--- src/rtl/i2s_tx_serializer.sv ---
module i2s_tx_serializer #(
  parameter int WORD_W  = 32,
  parameter int RATIO_W = 8,
  parameter int RES_W   = 6,
  parameter int MIN_RES = 8
) (
  input  logic               clk,
  input  logic               rst_n,
  input  logic               tx_en,
  input  logic [RATIO_W-1:0] ratio,
  input  logic [RES_W-1:0]   res,
  input  logic [WORD_W-1:0]  fifo_data,
  input  logic               fifo_empty,
  output logic               fifo_pop,
  output logic               bclk,
  output logic               ws,
  output logic               sd
);

  localparam int CNT_W = RATIO_W + 1;

  logic              running;
  logic              bclk_q, ws_q, sd_q;
  logic [CNT_W-1:0]  div_cnt;
  logic [RES_W-1:0]  bit_cnt;
  logic              ch;
  logic              zero_frm;
  logic [WORD_W-1:0] sh;

  logic [RES_W-1:0]  res_eff, last_bit, nb;
  logic [CNT_W-1:0]  div_lim;
  logic              tick, fall, slot_end, stop, need_word, next_silent;
  logic [WORD_W-1:0] next_word, aligned;

  assign res_eff  = (res < RES_W'(MIN_RES) || res > RES_W'(WORD_W)) ? RES_W'(WORD_W) : res;
  assign last_bit = res_eff - RES_W'(1);
  assign nb       = bit_cnt + RES_W'(1);
  assign div_lim  = {1'b0, ratio} + CNT_W'(1);

  assign tick        = running && (div_cnt >= div_lim);
  assign fall        = tick && bclk_q;
  assign slot_end    = bit_cnt >= last_bit;
  assign stop        = fall && slot_end && ch && !tx_en;
  assign need_word   = fall && slot_end && !stop;
  assign next_silent = zero_frm && !ch;
  assign fifo_pop    = need_word && !next_silent && !fifo_empty;
  assign next_word   = fifo_pop ? fifo_data : '0;
  assign aligned     = next_word << (RES_W'(WORD_W) - res_eff);

  assign bclk = bclk_q;
  assign ws   = ws_q;
  assign sd   = sd_q;

  always_ff @(posedge clk) begin
    if (!rst_n) begin
      running  <= 1'b0;
      bclk_q   <= 1'b0;
      ws_q     <= 1'b0;
      sd_q     <= 1'b0;
      div_cnt  <= '0;
      bit_cnt  <= '0;
      ch       <= 1'b0;
      zero_frm <= 1'b0;
      sh       <= '0;
    end else if (!running) begin
      bclk_q  <= 1'b0;
      ws_q    <= 1'b0;
      sd_q    <= 1'b0;
      div_cnt <= '0;
      bit_cnt <= '0;
      ch      <= 1'b0;
      sh      <= '0;
      if (tx_en) begin
        running  <= 1'b1;
        zero_frm <= 1'b1;
      end
    end else begin
      div_cnt <= tick ? '0 : div_cnt + CNT_W'(1);
      if (tick)
        bclk_q <= !bclk_q;
      if (stop) begin
        running <= 1'b0;
        ws_q    <= 1'b0;
        sd_q    <= 1'b0;
        bit_cnt <= '0;
        ch      <= 1'b0;
      end else if (fall && slot_end) begin
        bit_cnt <= '0;
        ch      <= !ch;
        if (ch)
          zero_frm <= 1'b0;
        sd_q <= aligned[WORD_W-1];
        sh   <= aligned << 1;
        ws_q <= !ch;
      end else if (fall) begin
        bit_cnt <= nb;
        sd_q    <= sh[WORD_W-1];
        sh      <= sh << 1;
        ws_q    <= (nb == last_bit) ? !ch : ch;
      end
    end
  end

  p_pop_not_empty_r8: assert property (@(posedge clk) disable iff (!rst_n)
    fifo_pop |-> !fifo_empty);

  p_silent_no_pop_r5: assert property (@(posedge clk) disable iff (!rst_n)
    (running && next_silent) |-> !fifo_pop);

  p_pop_at_fall_r9: assert property (@(posedge clk) disable iff (!rst_n)
    fifo_pop |-> (bclk_q && running));

  p_stable_at_rise_r7: assert property (@(posedge clk) disable iff (!rst_n)
    $rose(bclk_q) |-> ($stable(sd_q) && $stable(ws_q)));

  p_quiet_when_stopped_r10: assert property (@(posedge clk) disable iff (!rst_n)
    !running |-> (!bclk_q && !sd_q && !ws_q));

endmodule

--- config.mk ---
export PLATFORM = sky130hd
export DESIGN_NAME = i2s_tx_serializer
export DESIGN_NICKNAME = d
export VERILOG_FILES = /design/src/rtl/i2s_tx_serializer.sv
export SDC_FILE = /design/constraint.sdc
export NUM_CORES = 1
export LEC_CHECK = 0
export BUFFER_PORTS_ARGS = -buffer_cell sky130_fd_sc_hd__buf_2
export CAP_MARGIN = 10
export CORE_MARGIN = 3
export CORE_UTILIZATION = 55
export CTS_CLUSTER_DIAMETER = 40
export CTS_CLUSTER_SIZE = 40
export DETAILED_ROUTE_END_ITERATION = 8
export GPL_TIMING_DRIVEN = 0
export HOLD_SLACK_MARGIN = 0.06
export PLACE_DENSITY = 0.75
export SLEW_MARGIN = 25
export SYNTH_ARGS = -nofsm -noshare
export SYNTH_HDL_FRONTEND = slang
export SYNTH_SLANG_ARGS = --single-unit
--- constraint.sdc ---
create_clock -name clk -period 5 [get_ports clk]
set_clock_uncertainty 0.1 [all_clocks]
set_input_delay 0.5 -clock clk [delete_from_list [all_inputs] [get_ports clk]]
set_output_delay 0.5 -clock clk [all_outputs]
set_load 0.02 [all_outputs]
==> impl_metrics.yaml <==
global_routing:
  grt_pass1_wl_um: 25820
  grt_pass1_vias: 5130
  grt_max_degree: 17
  antenna_found_initial: 0
  gr-total-overflow: 0
  gr-usage-all-layers_pct: 30.76
floorplanning:
  die_x_um: 103.0
  start_util_pct: 57.96
  core_sq_um: 8934
  rows: 34
  dieArea_sq_um: 10610
  die_y_um: 103.0
  io_pins: 54
timing:
  worst_slew_pin_slew_ns: 0.9083
  finalCriticalPeriod_ns: 4.762
  drv_slew: 0
  setup_viol_count_final: 0
  max-slew-margin-rel_pct: 39.04
  fmax_mhz: 210.0
  finalHoldViolations: 0
  setup_ws_ns: 0.2383
  rsz0062_at_grt: "no"
  tns_ns: 0
  post-route-period-util_pct: 95.23
place:
  placed_area_sq_um: 5573
  gp_congestion: 1.026
  dp_slack_ns: -0.4343
  dpl.cell_count: 792
  dp_hpwl_um: 12840
  io_buffers: 52
layout:
  final_cell_mix: "nand2_1 (78), buf_2 (64), dfxtp_1 (52)"
  nNetsFinal: 762
  final_common_cell: "nand2_1"
  fin_cells: 802
  syn_to_final_growth_pct: 10.80
  n_fill_cell: 825
  fin_area_sq_um: 5737
  regArea_sq_um: 1041
  multi_input_area_sq_um: 3814
  diodes: 0
  drive_above_1_share_pct: 20.61
logic_synthesis:
  synth_edf_count: 0
  postSynthAreaPerCell_sq_um: 8.192
  seq_area_frac_synth_pct: 20.11
  syn_inst: 632
  mappedNetlistArea_sq_um: 5177
  yosys.cell_types.count: 78
  syn_nets: 701
  yosys_warnings: 0
  async_flop_share_pct: 0
  synth-seq-cells: 52
  synthFlopType: "dfxtp_1"
power_and_ir_drop:
  comb_power_share_pct: 36.1
  internal-power_w: 0.0007465
  power-per-cell-area_nw_per_um2: 198.6
  clkPwrFrac_pct: 27.3
  p_sw_share_pct: 34.49
  p_sw_w: 0.0003930
  power_frac_seq_pct: 36.7
  ir_worst_vdd_uv: 153.4
  p_leak_nw: 2.156
  p_total_w: 0.001140
clock_tree:
  clkLatencyLatePin_ns: 0.32
  postCtsHoldBufs: 0
  htreeDepth: 2
  cts_tree: "yes"
  numCtsBuffers: 5
  clkSinkCount: 52
  root_buffer: "clkbuf_8"
  clkTransAtPathRegs_ns: 0.09
  clock_path_buffers: 2
hold_path:
  min_path_type: "primary input to register"
  min_from: "tx_en"
  whs_path_depth: 2
  hold-path-endpoint: "running"
setup_path:
  crit_arrival_ns: 4.16
  ff2ff_setup_slack_ns: 1.97
  crit_type: "primary input to primary output"
  critPathMaxFanout: 11
  crit_start: "res[5]"
  crit_required_ns: 4.40
  reg2reg_depth: 10
  cp-end-kind: "primary output"
  reg2reg_from: "div_cnt[0]"
  worstSetupStartpointType: "primary input"
  worstReg2RegEnd: "sh[26]"
route:
  post_drt_wl_per_cell_um: 20.34
  drt_iter0_drc: 516
  post-route-drc-count: 0
  vias: 5447
  route.detailed.vias_per_inst: 6.792
  drt_first_pass_iters: 6
  ant_nets: 0
  drt_wl_total_um: 16310
job:
  maxCapViolCount: 0
outcome:
  status: "finished clean"
## state kept, by name (all words and copies together) (netlist names)
signal    cells
bclk          1
bit_cnt       6
ch            1
div_cnt       9
running       1
sd            1
sh           31
ws            1
zero_frm      1
## final cells by class
type | instances | area share (%)
repair buffers | 57 | 5.191
inverters | 22 | 1.483
clock inverters | 2 | 0.6761
plain buffers | 45 | 4.231
well taps | 108 | 2.356
multi-input cells | 510 | 66.48
flip-flops and latches | 52 | 18.15
clock buffers | 6 | 1.439
## Yosys cell counts, types with 4 or more instances
| cell | n | area (sq um) |
|---|---|---|
| clkbuf_1 | 21 | 78.83 |
| nor3_1 | 20 | 100.1 |
| nor2_1 | 32 | 120.1 |
| buf_1 | 5 | 18.77 |
| buf_2 | 14 | 70.07 |
| buf_6 | 5 | 56.30 |
| xor2_1 | 11 | 96.34 |
| ha_1 | 19 | 237.7 |
| a311oi_1 | 4 | 35.03 |
| dfxtp_1 | 52 | 1041 |
| a221oi_1 | 8 | 70.07 |
| or4_1 | 4 | 30.03 |
| nor3b_1 | 8 | 60.06 |
| o21ai_0 | 41 | 205.2 |
| mux4_2 | 29 | 653.1 |
| nand3_1 | 39 | 195.2 |
| inv_2 | 4 | 15.01 |
| a31oi_1 | 20 | 125.1 |
| a22oi_1 | 9 | 67.56 |
| and2_1 | 5 | 31.28 |
| a2111o_1 | 5 | 56.30 |
| a211oi_1 | 11 | 82.58 |
| o211ai_1 | 18 | 135.1 |
| nand4_1 | 4 | 25.02 |
| xnor2_1 | 13 | 113.9 |
| mux2i_1 | 8 | 80.08 |
| o22ai_1 | 10 | 62.56 |
| mux2_2 | 6 | 67.56 |
| and3_1 | 4 | 25.02 |
| a21o_1 | 11 | 82.58 |
| nand2b_1 | 11 | 68.82 |
| nand2_1 | 78 | 292.8 |
| inv_1 | 17 | 63.81 |
| a21oi_1 | 21 | 105.1 |
## power by group through the flow
stage / logic (W) / registers [W] / clock network, W
after detailed placement: 0.000394 / 0.000428 / 0
after global placement: 0.000388 / 0.000427 / 0
final: 0.000411 / 0.000418 / 0.000311
after floorplan: 0.000272 / 0.000427 / 0
after CTS: 0.000396 / 0.000418 / 0.000310
after global routing: 0.000437 / 0.000418 / 0.000323
## metrics by stage
step | hold slack (ns) | util, %
after floorplan | 0.3366 | -
after global placement | 0.3614 | 62.38
after detailed placement | 0.3691 | 62.38
after CTS | 0.3432 | 63.87
after global routing | 0.3478 | 64.22
final | 0.3423 | 64.22
## worst max-delay path by stage
stage                    end  slack (ns)
floorplan             sh[16]        0.47
global placement    fifo_pop       -0.39
detailed placement  fifo_pop       -0.43
CTS                 fifo_pop      -0.001
global route        fifo_pop        0.02
finish              fifo_pop        0.24
## logic make-up (layout without fill, tap and decap cells)
kind of cell,after synthesis,in the layout,synth area share (%)
adders and majority gates,19,19,4.592
xor gates and xnor gates,25,25,4.495
and+or+nand+nor,224,224,21.44
DFF,52,52,20.11
buffers and inverters,70,132,6.356
muxes,46,46,16.48
other,1,1,0.07243
AOI/OAI and AO/OA,195,195,26.46
## routing by layer
layer	GRT usage (%)	routed length, um
met2	52.00	7781
met5	0	0
met3	3.451	1436
met1	41.95	6770
met4	7.869	319
## repair_timing
| action | CTS | global route |
|---|---|---|
| resized for setup | 3 | 8 |
| cloned | 0 | 0 |
| pin swaps | 1 | 2 |
| endpoints found under the setup margin | 14 | 39 |
| setup buffers | 1 | 4 |
## worst max-delay path: stages
cell and delay, ns:
buf_2 0.11, buf_4 0.16, o21bai_4 0.21, nor2_4 0.19, buf_8 0.19, inv_4 0.10
ha_1 0.21, buf_2 0.18, nor3b_1 0.16, a22oi_1 0.23, and2_1 0.18, clkbuf_4 0.20
inv_1 0.11, ha_1 0.31, nand3_1 0.10, o21a_2 0.24, or3_1 0.34, buf_2 0.20
inv_1 0.08, buf_2 0.16
Note: power is estimated with default switching activity, not from simulation.
